File: config.mk
export PLATFORM = sky130hd
export DESIGN_NAME = bb_alias_bridge
export DESIGN_NICKNAME = d
export VERILOG_FILES = /design/src/rtl/bb_pkg.sv /design/src/rtl/bb_rst_sync.sv /design/src/rtl/bb_window_decode.sv /design/src/rtl/bb_bit_merge.sv /design/src/rtl/bb_rmw_ctrl.sv /design/src/rtl/bb_alias_bridge.sv
export SDC_FILE = /design/constraint.sdc
export NUM_CORES = 1
export LEC_CHECK = 0
export ABC_CLOCK_PERIOD_IN_PS = 2530
export BUFFER_PORTS_ARGS = -buffer_cell sky130_fd_sc_hd__buf_2
export CAP_MARGIN = 30
export CORE_MARGIN = 2
export CORE_UTILIZATION = 50
export DETAILED_ROUTE_END_ITERATION = 16
export GPL_TIMING_DRIVEN = 1
export PLACE_DENSITY = 0.93
export SYNTH_ARGS = -nofsm -noshare
export SYNTH_HDL_FRONTEND = slang
export SYNTH_SLANG_ARGS = --single-unit
File: constraint.sdc
create_clock -name clk -period 2.53 [get_ports clk]
set_input_delay 0 -clock clk [delete_from_list [all_inputs] [get_ports clk]]
set_output_delay 0 -clock clk [all_outputs]
set_load 0.005 [all_outputs]
File: src/rtl/bb_pkg.sv
package bb_pkg;

  // Width of the region tag at the top of the address.
  localparam int TAG_W = 4;

  // Read-modify-write sequencer phases.
  typedef enum logic {
    RMW_IDLE = 1'b0,  // no write-back owed; the read phase is driven from here
    RMW_WB   = 1'b1   // merged word held; write-back in flight
  } rmw_state_e;

endpackage

File: src/rtl/bb_rst_sync.sv
module bb_rst_sync #(
  parameter int STAGES = 2
) (
  input  logic clk,
  input  logic rst_async_n,
  output logic rst_sync_n
);

  logic [STAGES-1:0] sync_q;

  // Assert asynchronously, release on a clock edge after STAGES cycles.
  always_ff @(posedge clk or negedge rst_async_n) begin
    if (!rst_async_n) begin
      sync_q <= '0;
    end else begin
      sync_q <= {sync_q[STAGES-2:0], 1'b1};
    end
  end

  assign rst_sync_n = sync_q[STAGES-1];

endmodule

File: src/rtl/bb_window_decode.sv
module bb_window_decode #(
  parameter int ADDR_W         = 32,
  parameter int DATA_W         = 32,
  parameter int NUM_REGIONS    = 2,
  parameter int BASE_SPAN_LOG2 = 20,
  parameter logic [NUM_REGIONS*bb_pkg::TAG_W-1:0] REGION_TAGS = 8'h42,
  localparam int TAG_W      = bb_pkg::TAG_W,
  localparam int BYTE_OFF   = $clog2(DATA_W / 8),
  localparam int BIT_W      = $clog2(DATA_W),
  localparam int ALIAS_LOG2 = BASE_SPAN_LOG2 + BIT_W,
  localparam int SEL_W      = ADDR_W - TAG_W - ALIAS_LOG2,
  localparam int PAD_W      = ADDR_W - TAG_W - BASE_SPAN_LOG2
) (
  input  logic [ADDR_W-1:0] addr,
  output logic              in_alias,
  output logic [ADDR_W-1:0] word_addr,
  output logic [BIT_W-1:0]  bit_sel
);

  logic [NUM_REGIONS-1:0] region_hit;
  logic [TAG_W-1:0]       addr_tag;
  logic                   sel_ok;

  assign addr_tag = addr[ADDR_W-1 -: TAG_W];
  // The alias window starts exactly one alias span above the region start.
  assign sel_ok   = (addr[ALIAS_LOG2 +: SEL_W] == SEL_W'(1));

  for (genvar g = 0; g < NUM_REGIONS; g++) begin : g_region
    assign region_hit[g] = sel_ok && (addr_tag == REGION_TAGS[g*TAG_W +: TAG_W]);
  end

  assign in_alias  = |region_hit;
  assign bit_sel   = addr[BYTE_OFF +: BIT_W];
  assign word_addr = {addr_tag,
                      {PAD_W{1'b0}},
                      addr[ALIAS_LOG2-1 : BIT_W+BYTE_OFF],
                      {BYTE_OFF{1'b0}}};

endmodule

File: src/rtl/bb_bit_merge.sv
module bb_bit_merge #(
  parameter int DATA_W = 32,
  localparam int BIT_W = $clog2(DATA_W)
) (
  input  logic [DATA_W-1:0] word_in,
  input  logic [BIT_W-1:0]  bit_sel,
  input  logic              bit_val,
  output logic [DATA_W-1:0] word_out,
  output logic              bit_pick
);

  for (genvar i = 0; i < DATA_W; i++) begin : g_lane
    assign word_out[i] = (bit_sel == BIT_W'(i)) ? bit_val : word_in[i];
  end

  assign bit_pick = word_in[bit_sel];

endmodule

File: src/rtl/bb_rmw_ctrl.sv
module bb_rmw_ctrl #(
  parameter int ADDR_W = 32,
  parameter int DATA_W = 32
) (
  input  logic              clk,
  input  logic              rst_n,
  input  logic              start,      // alias write present at the port
  input  logic              mem_ready,
  input  logic [ADDR_W-1:0] tgt_addr,
  input  logic [DATA_W-1:0] merged,
  output logic              in_wb,
  output logic [ADDR_W-1:0] wb_addr,
  output logic [DATA_W-1:0] wb_data,
  output logic              done
);

  import bb_pkg::*;

  rmw_state_e        state_q, state_d;
  logic              load_en;
  logic [ADDR_W-1:0] addr_q;
  logic [DATA_W-1:0] data_q;

  // The read phase completes when memory accepts it in the idle state.
  assign load_en = (state_q == RMW_IDLE) && start && mem_ready;

  always_comb begin
    state_d = state_q;
    case (state_q)
      RMW_IDLE: if (load_en)   state_d = RMW_WB;
      RMW_WB:   if (mem_ready) state_d = RMW_IDLE;
      default:                 state_d = RMW_IDLE;
    endcase
  end

  always_ff @(posedge clk or negedge rst_n) begin
    if (!rst_n) begin
      state_q <= RMW_IDLE;
    end else begin
      state_q <= state_d;
    end
  end

  // Data path registers: loaded once per sequence, no reset needed.
  always_ff @(posedge clk) begin
    if (load_en) begin
      addr_q <= tgt_addr;
      data_q <= merged;
    end
  end

  assign in_wb   = (state_q == RMW_WB);
  assign wb_addr = addr_q;
  assign wb_data = data_q;
  assign done    = in_wb && mem_ready;

endmodule

File: src/rtl/bb_alias_bridge.sv
module bb_alias_bridge #(
  parameter int ADDR_W         = 32,
  parameter int DATA_W         = 32,
  parameter int NUM_REGIONS    = 2,
  parameter int BASE_SPAN_LOG2 = 20,
  parameter logic [NUM_REGIONS*bb_pkg::TAG_W-1:0] REGION_TAGS = 8'h42,
  parameter int RST_STAGES     = 2,
  localparam int BIT_W = $clog2(DATA_W)
) (
  input  logic              clk,
  input  logic              rst_n,
  input  logic              req_valid,
  output logic              req_ready,
  input  logic              req_write,
  input  logic [ADDR_W-1:0] req_addr,
  input  logic [DATA_W-1:0] req_wdata,
  output logic [DATA_W-1:0] req_rdata,
  output logic              mem_valid,
  input  logic              mem_ready,
  output logic              mem_write,
  output logic              mem_lock,
  output logic [ADDR_W-1:0] mem_addr,
  output logic [DATA_W-1:0] mem_wdata,
  input  logic [DATA_W-1:0] mem_rdata
);

  logic              rst_int_n;
  logic              in_alias;
  logic [ADDR_W-1:0] tgt_addr;
  logic [BIT_W-1:0]  bit_sel;
  logic [DATA_W-1:0] merged;
  logic              bit_pick;
  logic              alias_wr;
  logic              alias_rd;
  logic              in_wb;
  logic              rmw_done;
  logic [ADDR_W-1:0] wb_addr;
  logic [DATA_W-1:0] wb_data;

  bb_rst_sync #(.STAGES(RST_STAGES)) u_rst (
    .clk         (clk),
    .rst_async_n (rst_n),
    .rst_sync_n  (rst_int_n)
  );

  bb_window_decode #(
    .ADDR_W         (ADDR_W),
    .DATA_W         (DATA_W),
    .NUM_REGIONS    (NUM_REGIONS),
    .BASE_SPAN_LOG2 (BASE_SPAN_LOG2),
    .REGION_TAGS    (REGION_TAGS)
  ) u_dec (
    .addr      (req_addr),
    .in_alias  (in_alias),
    .word_addr (tgt_addr),
    .bit_sel   (bit_sel)
  );

  bb_bit_merge #(.DATA_W(DATA_W)) u_merge (
    .word_in  (mem_rdata),
    .bit_sel  (bit_sel),
    .bit_val  (req_wdata[0]),
    .word_out (merged),
    .bit_pick (bit_pick)
  );

  assign alias_wr = req_valid && req_write && in_alias;
  assign alias_rd = req_valid && !req_write && in_alias;

  bb_rmw_ctrl #(.ADDR_W(ADDR_W), .DATA_W(DATA_W)) u_rmw (
    .clk       (clk),
    .rst_n     (rst_int_n),
    .start     (alias_wr),
    .mem_ready (mem_ready),
    .tgt_addr  (tgt_addr),
    .merged    (merged),
    .in_wb     (in_wb),
    .wb_addr   (wb_addr),
    .wb_data   (wb_data),
    .done      (rmw_done)
  );

  // Path select: write-back, read phase of an alias write, alias read, pass-through.
  always_comb begin
    mem_valid = 1'b0;
    mem_write = 1'b0;
    mem_addr  = req_addr;
    mem_wdata = req_wdata;
    req_ready = 1'b0;
    req_rdata = '0;
    if (!rst_int_n) begin
      mem_valid = 1'b0;
    end else if (in_wb) begin
      mem_valid = 1'b1;
      mem_write = 1'b1;
      mem_addr  = wb_addr;
      mem_wdata = wb_data;
      req_ready = rmw_done;
    end else if (alias_wr) begin
      mem_valid = 1'b1;
      mem_addr  = tgt_addr;
      mem_wdata = '0;
    end else if (alias_rd) begin
      mem_valid = 1'b1;
      mem_addr  = tgt_addr;
      mem_wdata = '0;
      req_ready = mem_ready;
      req_rdata = {{(DATA_W-1){1'b0}}, bit_pick};
    end else begin
      mem_valid = req_valid;
      mem_write = req_write;
      req_ready = req_valid && mem_ready;
      req_rdata = mem_rdata;
    end
  end

  assign mem_lock = rst_int_n && (in_wb || alias_wr);

endmodule

==> impl_metrics.csv <==
group,metric,value,unit
run_status,status,"finished clean",
worst_setup_path,ff2ff_path_depth,3,
floorplan,die_area,8400,um^2
routing,first_pass_iters,4,
routing,route.detailed.drc,0,
routing,wl,12600,um
cells_and_area,stdcell_area,5470,um^2
power_and_ir_drop,ir_drop,0.311,mV
clock_network,cts_root_buffer,"clkbuf_8",
global_route,grt_overflow,0,
clock_network,clk_latency,0.34,ns
yosys,synth_warnings,0,
yosys,synth_edf_count,54,
global_route,grt_max_degree,36,
hold_path,worstHoldStart,"mem_rdata[15]",
yosys,netlist_instances,318,
cells_and_area,syn2layout_area_growth,42.5,%
floorplan,dieHeight,91.6,um
cells_and_area,nNetsFinal,653,
timing,hold_viol_final,0,
clock_network,cts_buffer_depth,2,
worst_setup_path,rr_startpoint,"u_rmw.in_wb$_DFF_PN0_",
hold_path,min_to,"u_rmw.wb_data[15]$_DFFE_PP_",
place,portBuffers,200,
global_route,grt_pass1_wl,19200,um
timing,worst_pin_slew,0.686,ns
timing,finalCriticalPeriod,2.31,ns
yosys,syn_nets,419,
hold_path,min_path_type,"input port to register",
timing,final.setup_skew,0.00725,ns
clock_network,cts-buffers-inserted,9,
timing,rsz0062_at_grt,"no",
global_route,antenna_found_initial,0,
place,placed_area,4880,um^2
cells_and_area,n_fill_cell,467,
floorplan,initial_core_util,52.4,%
routing,ant_nets,0,
floorplan,dieWidth,91.6,um
routing,drt_iter0_drc,146,
yosys,synth_cell_type_count,37,
cells_and_area,diodes,0,
worst_setup_path,worstPathRequired,2.53,ns
yosys,avgSynthCellArea,12.1,um^2
floorplan,coreArea,7330,um^2
run,cap_violations,0,
worst_setup_path,rrSetupSlack,0.64,ns
timing,fin_tns_setup,0,ns
global_route,grt_pass1_vias,3776,
worst_setup_path,crit_fanout,15,
clock_network,path_clk_slew,0.06,ns
place,gp_congestion,0.854,
worst_setup_path,worstPathArrival,2.31,ns
worst_setup_path,cp-end-kind,"output port",
worst_setup_path,critical_path_class,"input port to output port",
clock_network,cts_tree,"done",
yosys,synth_top_flop_cell,"edfxtp_1",
timing,slew_headroom,54.3,%
place,dp.final_hpwl,8260,um
timing,max_freq,432,MHz
power_and_ir_drop,p_leak,0.00241,uW
yosys,ys_seq_elements,57,
yosys,seq_area_frac_synth,44.2,%
routing,wl_per_cell,19.2,um
floorplan,rows,31,
global_route,track_usage,29.5,%
timing,finalMaxSlewViolations,0,
yosys,synthArstFlopShare,5.26,%
hold_path,holdPathStages,2,
worst_setup_path,start_kind,"input port",
clock_network,htree_levels,3,
worst_setup_path,r2r_end,"u_rmw.wb_data[6]$_DFFE_PP_",
timing,setup_viol_count_final,0,
cells_and_area,drive_above_1_share,55.0,%
yosys,syn_area,3840,um^2
timing,post-route-period-util,91.5,%
power_and_ir_drop,cellPowerDensity,408,nW/um^2
clock_network,cts_sinks,57,
floorplan,top_level_ports,201,
routing,via_count,3658,
clock_network,cts_resized,0,
routing,via_per_inst,5.58,
synth_stat cells (2+ instances only):
cell       n  area share [%]
dfrtp_1    3             2.0
nor2_1    13             1.3
mux2_2    77              23
edfxtp_1  54              42
and3b_1    2            0.46
nand3b_1   3            0.59
buf_1      2            0.20
and2_1    42             6.8
nand2b_1   3            0.49
a22o_1    32             7.3
nor3b_1    4            0.78
nand2_1   15             1.5
nand3_1    7            0.91
buf_6      4             1.2
buf_2      7            0.91
and3_1     2            0.33
mux4_2     4             2.3
mux4_1     2             1.4
nor2b_1    6            0.98
buf_4      3            0.59
a21oi_1    2            0.26
nor3_1     5            0.65
clkbuf_1  12             1.2
power breakdown:
| part | internal [uW] | switching (uW) | total, uW |
|---|---|---|---|
| Clock | 338 | 361 | 699 |
| Combinational | 278 | 213 | 491 |
| Sequential | 1040 | 3.58 | 1040 |
cells by family (layout without fill, tap and decap cells):
logic type | Yosys count | after routing | synth area share [%]
buffers and inverters | 28 | 265 | 4.04
and+or+nand+nor | 105 | 105 | 15.7
xor gates and xnor gates | 1 | 1 | 0.228
DFF | 57 | 57 | 44.2
other | 1 | 1 | 0.0977
AOI/OAI and AO/OA | 42 | 43 | 9.19
muxes | 84 | 84 | 26.6
cells in the final DEF (no fill, tap or decap), types with 2 or more instances in the layout:
cell / count
mux4_1: 2
nand2_1: 15
nor2b_1: 6
dfrtp_1: 3
a21oi_1: 2
mux4_2: 4
nor2_1: 13
mux2_2: 77
a22o_1: 32
nand3b_1: 3
edfxtp_1: 54
and2_1: 41
nor3_1: 5
buf_4: 8
nand2b_1: 3
and3_1: 2
dlygate4sd3_1: 41
nand3_1: 7
clkinv_1: 3
buf_2: 200
clkbuf_8: 9
and3b_1: 2
nor3b_1: 4
registers in the layout (all words and copies together), names as in the netlist:
register	cells
u_rmw.wb_data	32
u_rmw.wb_addr	22
u_rst.sync_q	2
u_rmw.in_wb	1
metal layers:
layer | share of wire (%) | vias to the layer above | routed length (um) | GRT usage (%)
li1 | - | 1678 | - | -
met1 | 40 | 1769 | 5000 | 36.2
met2 | 51 | 191 | 6390 | 50.9
met3 | 7.7 | 20 | 972 | 7.23
met4 | 1.7 | 0 | 211 | 9.97
met5 | 0 | - | 0 | 0
through the flow:
| stage | hold slack, ns | cells | power (uW) | utilization [%] | worst slack, ns |
|---|---|---|---|---|---|
| 6_report | 0.0117 | 655 | 2230 | 74.6 | 0.216 |
| 5_1_grt | 0.00451 | 655 | 2320 | 74.6 | 0.139 |
| 4_1_cts | 0.000369 | 652 | 2230 | 74.2 | 0.131 |
| 3_5_place_dp | -0.212 | 597 | 1480 | 66.6 | 0.604 |
| 3_3_place_gp | -0.214 | 597 | 1470 | 66.6 | 0.758 |
| 2_1_floorplan | -0.296 | 318 | 1270 | - | 0.385 |
worst max path at each step:
| stage | startpoint | to | slack (ns) | depth (start not counted) |
|---|---|---|---|---|
| 2_1_floorplan | u_rmw.in_wb$_DFF_PN0_ | u_rmw.wb_addr[10]$_DFFE_PP_ | 0.39 | 4 |
| 3_3_place_gp | req_addr[30] | mem_wdata[18] | 0.76 | 7 |
| 3_5_place_dp | req_addr[27] | u_rmw.wb_data[9]$_DFFE_PP_ | 0.60 | 6 |
| 4_1_cts | req_addr[30] | mem_wdata[18] | 0.13 | 8 |
| 5_1_grt | req_addr[29] | mem_addr[17] | 0.14 | 7 |
| 6_report | req_addr[30] | mem_addr[17] | 0.22 | 7 |
critical path: stages:
cell and delay (ns):
dlygate4sd3_1 0.54, buf_2 0.15, xor2_1 0.17, and3_1 0.30
o21ai_2 0.61, mux2_2 0.42, buf_2 0.13
timing repair:
action	in CTS	in global routing
setup endpoints to repair	0	11
hold buffers	40	1
hold endpoints to repair	40	1
setup buffers	0	0
final cells by class:
cell class	instances	area, um^2	area share (%)
multi-input cells	234	2010	36.8
repair buffers	250	1490	27.2
well taps	99	124	2.26
clock buffers	10	128	2.33
clock inverters	5	23.8	0.435
flip-flops and latches	57	1700	31.0
Power figures use the tool's default switching activity.
